`src/rtl/rc5_key_search.sv`:
```
module rc5_key_search #(
  parameter int ROUNDS     = 12,
  parameter int RANGE_BITS = 32
) (
  input  logic        clk,
  input  logic        rst_n,
  input  logic        wr_en,
  input  logic [2:0]  wr_addr,
  input  logic [31:0] wr_data,
  input  logic        start,
  output logic        busy,
  output logic        found,
  output logic        done,
  output logic [63:0] match_key
);
  localparam int T  = 2 * ROUNDS + 2;
  localparam int MS = 3 * T;
  localparam int SW = $clog2(T);
  localparam int RW = SW - 1;
  localparam int CW = $clog2(MS);
  localparam logic [31:0] P32 = 32'hB7E15163;
  localparam logic [31:0] Q32 = 32'h9E3779B9;

  typedef enum logic [2:0] {IDLE, INIT, MIX, ENC, CHK} state_t;
  state_t st;

  logic [31:0] key_lo, key_hi, pt_a, pt_b, ct_a, ct_b;
  logic [63:0] cand;
  logic [31:0] s [T];
  logic [31:0] l [2];
  logic [31:0] ra, rb;
  logic [SW-1:0] mi;
  logic          mj;
  logic [CW-1:0] step;
  logic [RW-1:0] rnd;

  function automatic logic [31:0] rotl(input logic [31:0] x, input logic [4:0] n);
    logic [63:0] t;
    t = {x, x} << n;
    return t[63:32];
  endfunction

  logic [31:0] m_a, m_sum, m_b, e_a, e_b;
  assign m_a   = rotl(s[mi] + ra + rb, 5'd3);
  assign m_sum = m_a + rb;
  assign m_b   = rotl(l[mj] + m_sum, m_sum[4:0]);
  assign e_a   = rotl(ra ^ rb, rb[4:0]) + s[{rnd, 1'b0}];
  assign e_b   = rotl(rb ^ e_a, e_a[4:0]) + s[{rnd, 1'b1}];

  assign busy = (st != IDLE);

  always_ff @(posedge clk) begin
    if (!rst_n) begin
      key_lo <= '0; key_hi <= '0; pt_a <= '0; pt_b <= '0; ct_a <= '0; ct_b <= '0;
    end else if (wr_en && !busy) begin
      case (wr_addr)
        3'd0: key_lo <= wr_data;
        3'd1: key_hi <= wr_data;
        3'd2: pt_a   <= wr_data;
        3'd3: pt_b   <= wr_data;
        3'd4: ct_a   <= wr_data;
        3'd5: ct_b   <= wr_data;
        default: ;
      endcase
    end
  end

  always_ff @(posedge clk) begin
    if (!rst_n) begin
      st <= IDLE; found <= 1'b0; done <= 1'b0; match_key <= '0; cand <= '0;
      ra <= '0; rb <= '0; mi <= '0; mj <= 1'b0; step <= '0; rnd <= '0;
    end else begin
      case (st)
        IDLE: if (start) begin
          found <= 1'b0;
          done  <= 1'b0;
          cand  <= {key_hi, key_lo};
          st    <= INIT;
        end
        INIT: begin
          for (int k = 0; k < T; k++) s[k] <= P32 + Q32 * 32'(k);
          l[0] <= cand[31:0];
          l[1] <= cand[63:32];
          ra <= '0; rb <= '0; mi <= '0; mj <= 1'b0; step <= '0;
          st <= MIX;
        end
        MIX: begin
          s[mi] <= m_a;
          l[mj] <= m_b;
          mj    <= ~mj;
          mi    <= (mi == SW'(T - 1)) ? '0 : mi + 1'b1;
          step  <= step + 1'b1;
          if (step == CW'(MS - 1)) begin
            ra  <= pt_a + s[0];
            rb  <= pt_b + s[1];
            rnd <= RW'(1);
            st  <= ENC;
          end else begin
            ra <= m_a;
            rb <= m_b;
          end
        end
        ENC: begin
          ra  <= e_a;
          rb  <= e_b;
          rnd <= rnd + 1'b1;
          if (rnd == RW'(ROUNDS)) st <= CHK;
        end
        CHK: begin
          if (ra == ct_a && rb == ct_b) begin
            found     <= 1'b1;
            match_key <= cand;
            st        <= IDLE;
          end else if (&cand[RANGE_BITS-1:0]) begin
            done <= 1'b1;
            st   <= IDLE;
          end else begin
            cand[RANGE_BITS-1:0] <= cand[RANGE_BITS-1:0] + {{(RANGE_BITS-1){1'b0}}, 1'b1};
            st <= INIT;
          end
        end
        default: st <= IDLE;
      endcase
    end
  end
endmodule

```
`config.mk`:
```
export PLATFORM = sky130hd
export DESIGN_NAME = rc5_key_search
export DESIGN_NICKNAME = d
export VERILOG_FILES = /design/src/rtl/rc5_key_search.sv
export SDC_FILE = /design/constraint.sdc
export NUM_CORES = 2
export LEC_CHECK = 0
export ABC_AREA = 0
export CORE_UTILIZATION = 43
export DETAILED_ROUTE_END_ITERATION = 10
export HOLD_SLACK_MARGIN = 0.05
export PLACE_DENSITY = 0.69
export REMOVE_ABC_BUFFERS = 1
export SETUP_SLACK_MARGIN = 0.15
export SYNTH_ARGS = -nofsm -noshare
export SYNTH_HDL_FRONTEND = slang
export SYNTH_SLANG_ARGS = --single-unit
```
`constraint.sdc`:
```
create_clock -name clk -period 15 [get_ports clk]
set_input_delay 1.5 -clock clk [delete_from_list [all_inputs] [get_ports clk]]
set_output_delay 1.5 -clock clk [all_outputs]
set_load 0.01 [all_outputs]
```
# Word level (Yosys, flattened, before mapping)
# Memory sizes are Yosys's and may differ from the RTL's. A register that Yosys moved wholly into a read port is not among the register bits.
# Index checks and enable logic that the tools add are counted.
[totals]
reg_bits = 406
word_cells = 131
memories = 2
ram_bits = 896
input_bits = 39
output_inout_bits = 67
[classes]
shifts = 3
n_addsub = 12
n_reduce_logical = 26
n_mux = 46
eq_ne = 21
bitwise_logic = 3
[memory_table]
columns = ["name", "words", "word_bits", "rd", "rd_clocked_by_memory_dff", "write_ports", "line_no", "text"]
rows = [
  ["s", 26, 32, 5, 3, 26, "29", "logic [31:0] s [T];"],
  ["l", 2, 32, 1, 1, 2, "30", "logic [31:0] l [2];"],
]
[ops]
columns = ["operator", "count"]
rows = [
  ["$add A32 B32 Y32", 8],
  ["$mux W32", 7],
  ["$pmux W32 S3", 2],
  ["$shl A64 B5 Y64", 3],
  ["$eq A32 B32 Y1", 2],
  ["$pmux W32 S2", 1],
  ["$reduce_or A32 Y1", 2],
  ["$xor A32 B32 Y32", 2],
  ["$mux W5", 8],
  ["$add A32 B1 Y32 const B", 1],
  ["$reduce_and A32 Y1", 1],
  ["$reduce_and A2 Y1", 9],
  ["$mux W1", 16],
  ["$pmux W3 S5", 1],
  ["$ne A2 B2 Y1 const B", 7],
  ["$pmux W7 S2", 1],
  ["$eq A3 B2 Y1 const B", 4],
  ["$mux W3", 4],
  ["$pmux W5 S2", 1],
  ["$eq A3 B3 Y1 const B", 3],
  ["$pmux W4 S2", 1],
  ["$reduce_and A4 Y1", 2],
  ["$add A7 B1 Y7 const B", 1],
  ["$eq A7 B7 Y1 const B", 1],
  ["14 further kinds", 23],
]

# Logic depth before layout (Yosys ltp)
[depth]
ltp_word = 7
mapped_depth = 55
depth_no_buf = 48

# Least setup slack after synthesis
# OpenSTA, ideal clock, no wires.
[synth_timing]
kind = "reg2reg"
from = "register (tool-made name)"
to = "memory l[1][22], data pin"
path_buffers = 7
t_arrival_ps = 12715
slack_ps = 2021
period_less_slack_ps = 12979
setup_time_ps = 265
stages_incl_launch_ff = 53
t_required_ps = 14735
path_cell_list = "dfxtp_1 -> clkbuf_1 -> clkbuf_1 -> buf_1 -> buf_1 -> clkbuf_1 -> mux4_2 -> mux4_2 -> mux2_2 -> fa_1 -> ha_1 -> fa_1 -> a21o_1 -> a21o_1 -> a21oi_1 -> o211ai_1 -> a311oi_1 -> o31ai_1 -> [... 17 more ...] -> a21o_1 -> a211o_1 -> a21o_1 -> a21oi_1 -> xnor2_1 -> ha_1 -> clkbuf_1 -> a21o_1 -> a221o_1 -> nor2_1 -> or4b_2 -> nand3_1 -> mux2i_1 -> mux4_2 -> nor2_1 -> a21oi_1 -> mux2i_1 -> o21ai_0"
[synth_rtl]
columns = ["element", "line_no"]
rows = [
  ["end, declared", "30"],
]

==> flow_metrics.env <==
export IMPL_p_switching_uw=12800
export IMPL_mostFrequentLayoutCells="1245 x nand2_1, 1088 x edfxtp_1, 784 x nor2_1"
export IMPL_slowest_delay_ns=0.73
export IMPL_multi_input_area_mm2=0.0452
export IMPL_cpMostUsedCell="a21oi_1"
export IMPL_clkPwrFrac_pct=17.0
export IMPL_cts_clk_slew_worst_paths_ns=0.07
export IMPL_pwr_share_comb_pct=63.6
export IMPL_hp_class="flip-flop to flip-flop"
export IMPL_finish_utilization_pct=48.6
export IMPL_syn_mean_instance_area_um2=11.4
export IMPL_holdWs_ns=0.442
export IMPL_grt_util_all_layers_pct=34.4
export IMPL_worst_pin_slew_ns=1.22
export IMPL_dr_pass1_iters=7
export IMPL_final_common_cell="nand2_1"
export IMPL_antenna_found_initial=19
export IMPL_antenna_left=0
export IMPL_synth_ff_type="edfxtp_1"
export IMPL_synth_top_cell_area_share_pct=37.1
export IMPL_seq_power_share_pct=19.4
export IMPL_cts_tree="done"
export IMPL_period_needed_ns=14.04
export IMPL_pre_cts_ws_ns=0.946
export IMPL_crit_fanout=90
export IMPL_grt_ovfl_total=0
export IMPL_grt_pass1_wl_um=503000
export IMPL_cts_buffer_depth=3
export IMPL_drive_gt1_share_pct=18.6
export IMPL_routed_via_density=6.79
export IMPL_slowest_stage="dfxtp_4"
export IMPL_post_synth_main_area_contributors="edfxtp_1 37%, mux4_2 17%, dfxtp_1 9.4%"
export IMPL_skew_ns=0.0499
export IMPL_seq_area_mm2=0.0410
export IMPL_nets=8014
export IMPL_io_buffers=105
export IMPL_ys_seq_area_share_pct=46.5
export IMPL_arrival_ns=14.62
export IMPL_place_gp_congestion=1.07
export IMPL_drt_initial_drc_count=11297
export IMPL_status="completed"
export IMPL_syn_inst=7743
export IMPL_start_util_pct=43.5
export IMPL_h_tree_depth=4
export IMPL_relSlewSlack_pct=17.5
export IMPL_rows=165
export IMPL_synth_seq_cells=1504
export IMPL_internal_power_uw=12500
export IMPL_dieArea_mm2=0.207
export IMPL_critPathCaptureType="flip-flop"
export IMPL_power_leakage_uw=0.0331
export IMPL_grt_busiest_layer="met2"
export IMPL_ios=106
export IMPL_clk_latency_ns=0.88
export IMPL_grt_max_degree=187
export IMPL_netlist_area_mm2=0.0882
export IMPL_setup_slack_ns=0.960
export IMPL_grt_setup_unrepaired="no"
export IMPL_hpwl_um=250000
export IMPL_fin_crit_sh_pct=93.6
export IMPL_vias=71310
export IMPL_core_mm2=0.203
export IMPL_clock_sinks=1504
export IMPL_syn_to_final_growth_pct=11.7
export IMPL_root_buffer="clkbuf_16"
export IMPL_criticalPathCategory="flip-flop to flip-flop"
export IMPL_die_h_um=455
export IMPL_grtUsageMet1_pct=42.1
export IMPL_maxSlewViolCount=0
export IMPL_crit_path_start_kind="flip-flop"
export IMPL_finalHoldViolations=0
export IMPL_yosys_area_top_type="edfxtp_1"
export IMPL_cts_made_buffers=163
export IMPL_grt_pass1_vias=67366
export IMPL_max_freq_mhz=71.2
export IMPL_swShare_pct=50.6
export IMPL_grtUsageMet3_pct=12.2
export IMPL_ys_types=85
export IMPL_ir_drop_v=0.000338
export IMPL_total_power_uw=25400
export IMPL_powerDensity_mw_per_mm2=257
export IMPL_groute_layer_met2_usage_pct=51.0
export IMPL_ys_warn_count=0
export IMPL_drc_errors=0
export IMPL_routed_wl_um=361000
export IMPL_drt_wirelength_per_cell_um=34.4
export IMPL_critPathRequiredTime_ns=15.58
export IMPL_synth_edff_count=1088
export IMPL_finalSetupViolations=0
export IMPL_drv_cap=0
export IMPL_die_w_um=455
export IMPL_async_flop_share_pct=0
export IMPL_fillCellCount=17644
-- final cells by class --
| class | instances | area share (%) |
|---|---|---|
| multi-input cells | 5560 | 45.8 |
| flip-flops and latches | 1504 | 41.6 |
| clock buffers | 205 | 4.49 |
| well taps | 2672 | 3.39 |
| repair buffers | 333 | 2.94 |
| clock inverters | 96 | 1.22 |
| inverters | 120 | 0.465 |
| diodes | 8 | 0.0203 |
-- cell usage after synthesis (65+ instances only) --
library cell	number
mux2_2	137
nor2_1	813
nor3_1	65
dfxtp_1	416
a21o_1	91
buf_1	71
ha_1	255
edfxtp_1	1088
and3_1	90
nand3_1	82
mux2i_1	223
clkbuf_1	485
inv_1	112
a21oi_1	557
xor2_1	144
o21ai_0	280
xnor2_1	131
mux4_2	659
nand2_1	1259
-- state kept, by name, indices dropped and copies added (netlist names), named ones only --
register,flops
cand,64
ct_a,32
ct_b,32
done,1
found,1
key_hi,32
key_lo,32
l,64
match_key,64
mi,5
mj,1
pt_a,32
pt_b,32
ra,32
rb,32
rnd,4
s,1024
st,3
step,7
-- power by group through the flow --
stage	clock (uW)	combinational [uW]	sequential, uW
finish	4310	16100	4930
global route	4450	17000	4930
CTS	4310	15600	4910
detailed placement	0	15500	5000
global placement	0	15400	4990
floorplan	0	10100	4990
-- per-stage QoR --
| stage | instances | TNS (ns) | cell area [um^2] |
|---|---|---|---|
| floorplan | 7184 | -738.57 | 86100 |
| global placement | 10188 | 0 | 92900 |
| detailed placement | 10188 | 0 | 92900 |
| CTS | 10489 | 0 | 98500 |
| global route | 10490 | 0 | 98500 |
| finish | 10498 | 0 | 98500 |
-- cell families (layout without fill, tap and decap cells) --
family | Yosys count | after routing | synth area share [%]
other cells | 0 | 8 | 0
buf+inv | 679 | 754 | 2.90
simple gates | 2548 | 2548 | 12.1
xor+xnor | 285 | 285 | 2.99
flops | 1504 | 1504 | 46.5
compound gates | 1414 | 1414 | 9.96
mux | 1020 | 1020 | 21.1
fa+ha+maj | 293 | 293 | 4.48
-- critical path: cells and delay by family (launching register included) --
kind / cells / cell delay, ns
AND/OR/NAND/NOR: 4 / 0.55
adder cells (fa/ha/maj): 5 / 2.04
AO/OA/AOI/OAI: 25 / 7.21
flip-flops: 1 / 0.73
XOR/XNOR: 4 / 0.78
buffers and inverters: 3 / 0.91
multiplexers: 4 / 1.38
-- per-layer routing --
layer / routed length (um) / part of all wire [%]
met3: 53100 / 15
met4: 29000 / 8.0
met5: 246 / 0.068
met1: 123000 / 34
met2: 155000 / 43
-- worst paths after layout --
kind	from	end	slack [ns]	cells after the start
setup reg to reg	flip-flop	l[0][0]$_DFFE_PP_	0.96	45
hold / removal	key_hi[8]$_SDFFE_PN0P_	cand[40]$_SDFFE_PN0P_	0.44	2
setup / recovery	flip-flop	l[0][0]$_DFFE_PP_	0.96	45
hold reg to reg	key_hi[8]$_SDFFE_PN0P_	cand[40]$_SDFFE_PN0P_	0.44	2
-- timing repair --
| action | in CTS | in global routing |
|---|---|---|
| endpoints found under the hold margin | 0 | 0 |
| hold buffers | 0 | 0 |
| endpoints found under the setup margin | 0 | 5 |
| buffers inserted | 0 | 1 |
| gates resized for setup | 0 | 1 |
Note: power is estimated with default switching activity, not from simulation.
